===== config.mk =====
export PLATFORM = sky130hd
export DESIGN_NAME = dualbyte_scan_buf
export DESIGN_NICKNAME = d
export VERILOG_FILES = /design/src/rtl/dbs_pkg.sv /design/src/rtl/dbs_byte_core.sv /design/src/rtl/dbs_obs_cell.sv /design/src/rtl/dbs_ctl_cell.sv /design/src/rtl/dualbyte_scan_buf.sv
export SDC_FILE = /design/constraint.sdc
export NUM_CORES = 1
export LEC_CHECK = 0
export ABC_AREA = 1
export BUFFER_PORTS_ARGS = -buffer_cell sky130_fd_sc_hd__clkbuf_2
export CORE_ASPECT_RATIO = 0.8
export CORE_MARGIN = 1.5
export CORE_UTILIZATION = 40
export CTS_CLUSTER_SIZE = 30
export DETAILED_ROUTE_END_ITERATION = 7
export HOLD_SLACK_MARGIN = 0.06
export PLACE_DENSITY = 0.65
export SETUP_SLACK_MARGIN = 0.5
export SLEW_MARGIN = 10
export SYNTH_ARGS = -nofsm -noshare
export SYNTH_HDL_FRONTEND = slang
export SYNTH_HIERARCHICAL = 1
export SYNTH_SLANG_ARGS = --single-unit

===== constraint.sdc =====
create_clock -name tck -period 2.24 [get_ports tck]
set_clock_uncertainty 0.2 [all_clocks]
set_input_delay 0.448 -clock tck [delete_from_list [all_inputs] [get_ports tck]]
set_output_delay 0.448 -clock tck [all_outputs]
set_load 0.01 [all_outputs]

===== src/rtl/dbs_pkg.sv =====
`timescale 1ns/1ps
// Chain geometry shared by the scan-wrapped dual-byte buffer.
package dbs_pkg;

   // Total cells: per byte two pin enables, one merged enable,
   // one observe cell per input and one control cell per output.
   function automatic int chain_len(input int nb, input int w);
      return nb * (3 + 2 * w);
   endfunction

   // Enable group of byte b: sel 0/1 = pin enables, sel 2 = merged enable.
   function automatic int en_pos(input int nb, input int w, input int b, input int sel);
      return chain_len(nb, w) - 1 - 3 * b - sel;
   endfunction

   function automatic int in_pos(input int nb, input int w, input int b, input int i);
      return chain_len(nb, w) - 3 * nb - 1 - (b * w + i);
   endfunction

   function automatic int out_pos(input int nb, input int w, input int b, input int i);
      return nb * w - 1 - (b * w + i);
   endfunction

endpackage


===== src/rtl/dbs_byte_core.sv =====
`timescale 1ns/1ps
// Functional path of one byte: non-inverting buffer with merged enable.
module dbs_byte_core #(
   parameter int W = 9
) (
   input  logic [1:0]   en_n,
   input  logic [W-1:0] din,
   output logic         oe,
   output logic [W-1:0] dout
);
   generate
      if (W < 1) begin : g_bad_w
         $error("dbs_byte_core: W must be at least 1");
      end
   endgenerate

   // Both active-low pins must be low to enable the byte.
   assign oe   = ~(en_n[0] | en_n[1]);
   assign dout = din;
endmodule


===== src/rtl/dbs_obs_cell.sv =====
`timescale 1ns/1ps
// Observe-only scan cell: capture and shift, no system drive.
module dbs_obs_cell (
   input  logic tck,
   input  logic rst_n,
   input  logic cap_en,
   input  logic shf_en,
   input  logic par_in,
   input  logic ser_in,
   output logic ser_out
);
   logic stage_q;

   always_ff @(posedge tck or negedge rst_n) begin
      if (!rst_n)      stage_q <= 1'b0;
      else if (cap_en) stage_q <= par_in;
      else if (shf_en) stage_q <= ser_in;
   end

   assign ser_out = stage_q;

   // a capture loads the parallel value
   p_obs_capture_r7: assert property (@(posedge tck) disable iff (!rst_n)
      ($past(cap_en) && $past(rst_n)) |-> (ser_out == $past(par_in)));

   // a shift moves the upstream bit in
   p_obs_shift_r1: assert property (@(posedge tck) disable iff (!rst_n)
      ($past(shf_en) && !$past(cap_en) && $past(rst_n)) |-> (ser_out == $past(ser_in)));
endmodule


===== src/rtl/dbs_ctl_cell.sv =====
`timescale 1ns/1ps
// Control-capable scan cell: shift stage plus falling-edge update latch
// and a mode mux in front of the system pin.
module dbs_ctl_cell (
   input  logic tck,
   input  logic rst_n,
   input  logic cap_en,
   input  logic shf_en,
   input  logic upd_en,
   input  logic test_mode,
   input  logic par_in,
   input  logic ser_in,
   input  logic sys_val,
   output logic ser_out,
   output logic drv_out
);
   logic stage_q;
   logic hold_q;

   always_ff @(posedge tck or negedge rst_n) begin
      if (!rst_n)      stage_q <= 1'b0;
      else if (cap_en) stage_q <= par_in;
      else if (shf_en) stage_q <= ser_in;
   end

   // Update on the falling edge, so the driven value never moves mid-shift.
   always_ff @(negedge tck or negedge rst_n) begin
      if (!rst_n)      hold_q <= 1'b0;
      else if (upd_en) hold_q <= stage_q;
   end

   assign ser_out = stage_q;
   assign drv_out = test_mode ? hold_q : sys_val;

   // a capture loads the core value
   p_ctl_capture_r7: assert property (@(posedge tck) disable iff (!rst_n)
      ($past(cap_en) && $past(rst_n)) |-> (ser_out == $past(par_in)));

   // a shift moves the upstream bit in
   p_ctl_shift_r1: assert property (@(posedge tck) disable iff (!rst_n)
      ($past(shf_en) && !$past(cap_en) && $past(rst_n)) |-> (ser_out == $past(ser_in)));

   // an update seen in this cycle means the pin shows the shift stage
   p_latch_load_r5: assert property (@(posedge tck) disable iff (!rst_n)
      (upd_en && test_mode && $past(rst_n)) |-> (drv_out == ser_out));

   // without an update the driven test value holds
   p_latch_hold_r6: assert property (@(posedge tck) disable iff (!rst_n)
      (test_mode && $past(test_mode) && !upd_en && $past(rst_n)) |-> $stable(drv_out));
endmodule


===== src/rtl/dualbyte_scan_buf.sv =====
`timescale 1ns/1ps
// Dual-byte non-inverting three-state buffer wrapped in a boundary-scan
// data register. Enable cells sit nearest TDI, output cells nearest TDO.
module dualbyte_scan_buf #(
   parameter int BYTE_W    = 9,
   parameter int NUM_BYTES = 2
) (
   input  logic                          tck,
   input  logic                          tst_rst_n,
   input  logic                          dr_capture,
   input  logic                          dr_shift,
   input  logic                          dr_update,
   input  logic                          tdi,
   input  logic                          test_mode,
   input  logic [2*NUM_BYTES-1:0]        sys_en_n,
   input  logic [NUM_BYTES*BYTE_W-1:0]   sys_in,
   output logic                          tdo,
   output logic [NUM_BYTES*BYTE_W-1:0]   pad_out,
   output logic [NUM_BYTES-1:0]          pad_oe
);
   import dbs_pkg::*;

   localparam int CHAIN_LEN = chain_len(NUM_BYTES, BYTE_W);
   localparam int DATA_W    = NUM_BYTES * BYTE_W;

   generate
      if (BYTE_W < 1 || NUM_BYTES < 1) begin : g_bad_geom
         $error("dualbyte_scan_buf: BYTE_W and NUM_BYTES must be positive");
      end
   endgenerate

   // link[k+1] feeds cell k; link[CHAIN_LEN] is TDI, link[0] is TDO.
   logic [CHAIN_LEN:0]   link;
   logic [NUM_BYTES-1:0] core_oe;
   logic [DATA_W-1:0]    core_q;

   assign link[CHAIN_LEN] = tdi;
   assign tdo             = link[0];

   generate
      for (genvar b = 0; b < NUM_BYTES; b++) begin : g_byte
         localparam int PIN0 = en_pos(NUM_BYTES, BYTE_W, b, 0);
         localparam int PIN1 = en_pos(NUM_BYTES, BYTE_W, b, 1);
         localparam int MRG  = en_pos(NUM_BYTES, BYTE_W, b, 2);

         dbs_byte_core #(.W(BYTE_W)) u_core (
            .en_n (sys_en_n[2*b +: 2]),
            .din  (sys_in[b*BYTE_W +: BYTE_W]),
            .oe   (core_oe[b]),
            .dout (core_q[b*BYTE_W +: BYTE_W])
         );

         dbs_obs_cell u_pin0 (
            .tck(tck), .rst_n(tst_rst_n), .cap_en(dr_capture), .shf_en(dr_shift),
            .par_in(sys_en_n[2*b]), .ser_in(link[PIN0+1]), .ser_out(link[PIN0])
         );

         dbs_obs_cell u_pin1 (
            .tck(tck), .rst_n(tst_rst_n), .cap_en(dr_capture), .shf_en(dr_shift),
            .par_in(sys_en_n[2*b+1]), .ser_in(link[PIN1+1]), .ser_out(link[PIN1])
         );

         dbs_ctl_cell u_merged (
            .tck(tck), .rst_n(tst_rst_n), .cap_en(dr_capture), .shf_en(dr_shift),
            .upd_en(dr_update), .test_mode(test_mode),
            .par_in(core_oe[b]), .ser_in(link[MRG+1]), .sys_val(core_oe[b]),
            .ser_out(link[MRG]), .drv_out(pad_oe[b])
         );

         for (genvar i = 0; i < BYTE_W; i++) begin : g_bit
            localparam int IPOS = in_pos(NUM_BYTES, BYTE_W, b, i);
            localparam int OPOS = out_pos(NUM_BYTES, BYTE_W, b, i);

            dbs_obs_cell u_in (
               .tck(tck), .rst_n(tst_rst_n), .cap_en(dr_capture), .shf_en(dr_shift),
               .par_in(sys_in[b*BYTE_W+i]), .ser_in(link[IPOS+1]), .ser_out(link[IPOS])
            );

            dbs_ctl_cell u_out (
               .tck(tck), .rst_n(tst_rst_n), .cap_en(dr_capture), .shf_en(dr_shift),
               .upd_en(dr_update), .test_mode(test_mode),
               .par_in(core_q[b*BYTE_W+i]), .ser_in(link[OPOS+1]),
               .sys_val(core_q[b*BYTE_W+i]),
               .ser_out(link[OPOS]), .drv_out(pad_out[b*BYTE_W+i])
            );
         end

         // any high enable pin turns the byte off in functional mode
         p_oe_off_r2: assert property (@(posedge tck) disable iff (!tst_rst_n)
            (!test_mode && (sys_en_n[2*b] || sys_en_n[2*b+1])) |-> !pad_oe[b]);
      end
   endgenerate

   // functional mode passes data straight through
   p_follow_r3: assert property (@(posedge tck) disable iff (!tst_rst_n)
      !test_mode |-> (pad_out == sys_in));

   // in test mode the core inputs cannot reach the pins
   p_ignore_core_r4: assert property (@(posedge tck) disable iff (!tst_rst_n)
      (test_mode && $past(test_mode) && !dr_update && $past(tst_rst_n) && !$stable(sys_in))
         |-> $stable(pad_out));
endmodule


==> impl_results.md <==
* Worst path bufs/invs at 1
* CP endpoint kind: output pin
* Peak supply drop at ~0.31 mV
* Aggregate global routing overflow at 0
* Portion of netlist area occupied by mux cells at 0
* Avg Vias per Cell at approximately 4.2
* Number of synthesized register bits at 62
* Top post-synthesis cells by area: sky130_fd_sc_hd__dfrtp_1 29%, sky130_fd_sc_hd__nand2_1 20%, sky130_fd_sc_hd__inv_1 18%, sky130_fd_sc_hd__dfrtn_1 14%, sky130_fd_sc_hd__nand3_1 5.9%
* Mapped Area at ~3600 um^2
* Setup Total Neg Slack at -10.64 ns
* Maximum level of the CTS H-tree at 3
* CTS clock-pin slew for the worst setup and hold paths at about 0.080 ns
* Die Footprint at between 9000 and 10000 um^2
* Required time of the worst setup path at between 1.5 and 2 ns
* Finished layout cell area at about 4800 um^2
* Outcome: complete, but fails checks
* Crit path DAT at approximately 2.2 ns
* Vias in the first global route at between 2k and 3k
* Wire length reported by the detailed router at a little over 8000 um
* Classification of the worst setup path: flip-flop to output pin
* Violated checks: setup timing
* Row Count at 30
* Seq/Total Area, Yosys at 0.432
* Cell class contributing the biggest share of worst-path delay: flip-flops
* Number of antenna violations at the first check in global routing at 0
* Number of flops mapped to enable cells by yosys at 0
* ANT cells at 0
* Clock net sink count at between 60 and 70
* Least-Margin Pin Slew at 0.543 ns
* Die Ht at 87.7 um
* Clock tree from TritonCTS: yes
* RD Place Congestion at 0.735
* Number of unique standard cell types used by synthesis at 10
* Synthesized instance count at between 500 and 600
* Library cell with the largest summed area after synthesis: sky130_fd_sc_hd__dfrtp_1
* Number of slew-limit violations in the final report at 0
* Worst-skew pair later-pin latency at approximately 0.35 ns
* Area growth, synth to finish at 32.6%
* Most used flip-flop cell after synthesis: sky130_fd_sc_hd__dfrtp_1
* Hold violation count in the final report at 0
* # nets final at 665
* Nature of the critical path startpoint: flip-flop
* Setup repair after global routing missed its margin: yes
* Io pins at 50
* Yosys warnings at 6
* Most frequent cell after synthesis: sky130_fd_sc_hd__nand2_1
* Average footprint of a synthesized cell at between 6 and 7 um^2
* Total leakage power at 2.95 nW
* Effective utilization at floorplan at 0.418
* Final Worst Setup Slack at -0.587 ns
* Core footprint at 8600 um^2
* Total via count after detailed routing at 3168
* Fraction of final layout cells with drive strength greater than 1 at 0.265
* Max stage delay cell, worst path: sky130_fd_sc_hd__dfrtn_1
* Remaining antenna violation count at 0
* Root buffer selected by CTS: sky130_fd_sc_hd__clkbuf_8
* Ratio of total power to cell area at 653 nW/um^2
* Adder and majority cell fraction of the synthesized area at 0
* Synthesized net count at 589
* Slowest Stage Delay on Critical Path at 0.45 ns
* Most used standard cells in the synthesized netlist: 188 x sky130_fd_sc_hd__nand2_1, 168 x sky130_fd_sc_hd__inv_1, 42 x sky130_fd_sc_hd__dfrtp_1, 42 x sky130_fd_sc_hd__nand3_1, 22 x sky130_fd_sc_hd__nor2_1
* Max_cap viols at 0
* Final setup violation count at 20
* Wire length of the first global-routing pass at ~14000 um
* Overall track demand over capacity in global routing at 0.189
* Maximum number of pins on one net before global-route repair at 85
* TritonCTS buffer count at 9
* Average wire per cell in the routed design at approximately 11 um
* Worst-path maximum fanout at 2
* Area fraction in and, or, nand and nor cells after synthesis at 0.278
* Detailed-router iteration count before antenna repair at 4
* Top cell type's share of synthesized area at 0.293
* Detailed Route Iter0 Violations at a little under 200
* Dominant combinational cell family by area after synthesis: simple AND/OR/NAND/NOR gates
* Synthesized-area fraction occupied by xor and xnor cells at 0
* Share of the synthesized area in compound gates (AO/OA/AOI/OAI) at 0.0557
* Placed wire-length estimate after detailed placement at 4610 um
* Placed instance area at approximately 4100 um^2
* Hold WC Path Type: input pin to flip-flop
* Maximum count of clock buffers along a single path at 2
* # port buffers at just under 50
* Async set or reset register ratio after synthesis at 1.00
* DRC at 0
* List of cells traversed by the critical path: nand2_1 > o21ai_2 > buf_2
* Die span in x at roughly 110 um
* Worst slew margin at 0.638
[sequential cells by signal (all words and copies together) (netlist names)]
| signal | cells |
|---|---|
| g_byte.g_bit.u_out/hold_q | 18 |
| g_byte.u_pin0/ser_out | 2 |
| g_byte.g_bit.u_out/ser_out | 18 |
| g_byte.g_bit.u_in/ser_out | 18 |
| g_byte.u_merged/hold_q | 2 |
| g_byte.u_pin1/ser_out | 2 |
| g_byte.u_merged/ser_out | 2 |
[worst paths after layout]
kind / start / endpoint / slack [ns] / cells after the start
hold reg to reg: g_byte[0].g_bit[5].u_out/hold_q / g_byte[0].g_bit[5].u_out/hold_q / 0.27 / 2
min in group asynchronous: tst_rst_n / g_byte[1].g_bit[2].u_out/ser_out / 0.22 / 3
hold / removal: sys_in[17] / g_byte[1].g_bit[8].u_out/ser_out / 0.13 / 3
setup / recovery: g_byte[0].g_bit[7].u_out/hold_q / pad_out[7] / -0.59 / 3
max in group asynchronous: tst_rst_n / g_byte[1].g_bit[4].u_out/hold_q / 0.76 / 2
setup reg to reg: g_byte[0].g_bit[3].u_out/ser_out / g_byte[0].g_bit[3].u_out/hold_q / 0.22 / 2
[tightest hold or removal path, cell delays in order]
cell                       delay (ns)
sky130_fd_sc_hd__clkbuf_2        0.10
sky130_fd_sc_hd__nand2_1         0.05
sky130_fd_sc_hd__nand2_1         0.05
[repair_timing]
| item | 4_1_cts | 5_1_grt |
|---|---|---|
| cloned | 4 | 1 |
| resized for setup | 30 | 41 |
| endpoints found under the hold margin | 33 | 0 |
| hold buffers | 3 | 0 |
| setup buffers | 11 | 7 |
| pin swaps | 5 | 6 |
| setup endpoints to repair | 40 | 40 |
[layout by cell type, fill, tap and decap left out]
cell type,netlist,final
sky130_fd_sc_hd__buf_4,18,19
sky130_fd_sc_hd__o21ai_2,0,20
sky130_fd_sc_hd__buf_2,0,19
sky130_fd_sc_hd__nor2_1,22,5
sky130_fd_sc_hd__buf_16,0,4
sky130_fd_sc_hd__buf_8,0,1
sky130_fd_sc_hd__clkinvlp_4,0,2
sky130_fd_sc_hd__a21oi_2,0,12
sky130_fd_sc_hd__dfrtp_1,42,42
sky130_fd_sc_hd__inv_1,168,168
sky130_fd_sc_hd__nand3_1,42,42
sky130_fd_sc_hd__clkbuf_16,0,2
sky130_fd_sc_hd__inv_2,20,20
sky130_fd_sc_hd__clkbuf_8,0,9
sky130_fd_sc_hd__buf_12,0,6
sky130_fd_sc_hd__clkinv_4,0,1
sky130_fd_sc_hd__nand2_1,188,188
sky130_fd_sc_hd__bufinv_16,0,2
sky130_fd_sc_hd__dlygate4sd3_1,0,2
sky130_fd_sc_hd__dfrtn_1,20,20
sky130_fd_sc_hd__clkbuf_2,0,30
sky130_fd_sc_hd__a21oi_1,20,4
sky130_fd_sc_hd__nor2_2,0,10
sky130_fd_sc_hd__clkinv_2,0,1
sky130_fd_sc_hd__inv_6,0,1
sky130_fd_sc_hd__nor2_4,0,7
sky130_fd_sc_hd__a21oi_4,0,4
[report_power, final]
| group | total (mW) | switching (mW) | leakage [nW] | internal [mW] |
|---|---|---|---|---|
| clock | 1.11 | 0.478 | 0.106 | 0.630 |
| sequential | 1.31 | 0.0717 | 0.728 | 1.24 |
| combinational | 0.688 | 0.384 | 2.12 | 0.305 |
| total | 3.11 | 0.934 | 2.95 | 2.18 |
[cells by family (layout without fill, tap and decap cells)]
logic type,Yosys count,in the layout
AO/OA/AOI/OAI,40,40
flip-flops,62,62
AND/OR/NAND/NOR,252,252
buffers and inverters,206,287
[routing by layer]
metal	up-vias	global-route usage	part of all wire
met5	-	0	0
met4	0	0.0502	0.0087
met3	10	0.0506	0.046
met2	59	0.311	0.47
met1	1365	0.247	0.48
li1	1734	-	-
[through the flow]
step | cells | util | hold slack, ns | power, mW | setup WS [ns]
after global placement | 711 | 0.471 | 0.265 | 1.85 | -0.178
after detailed placement | 711 | 0.471 | 0.275 | 1.87 | -0.196
after floorplan | 560 | - | -0.0476 | 1.66 | -0.0377
final | 753 | 0.554 | 0.127 | 3.11 | -0.587
after CTS | 745 | 0.535 | 0.108 | 3.10 | -0.552
after global routing | 753 | 0.554 | 0.129 | 3.30 | -0.638
[final cells by class]
| cell class | count | area [um^2] |
|---|---|---|
| well taps | 112 | 140 |
| flip-flops and latches | 62 | 1550 |
| repair buffers | 83 | 703 |
| multi-input cells | 292 | 1440 |
| inverters | 188 | 706 |
| clock buffers | 9 | 124 |
| clock inverters | 7 | 97.6 |
| fillers | 850 | 3830 |
(Power assumes the default switching activity.)
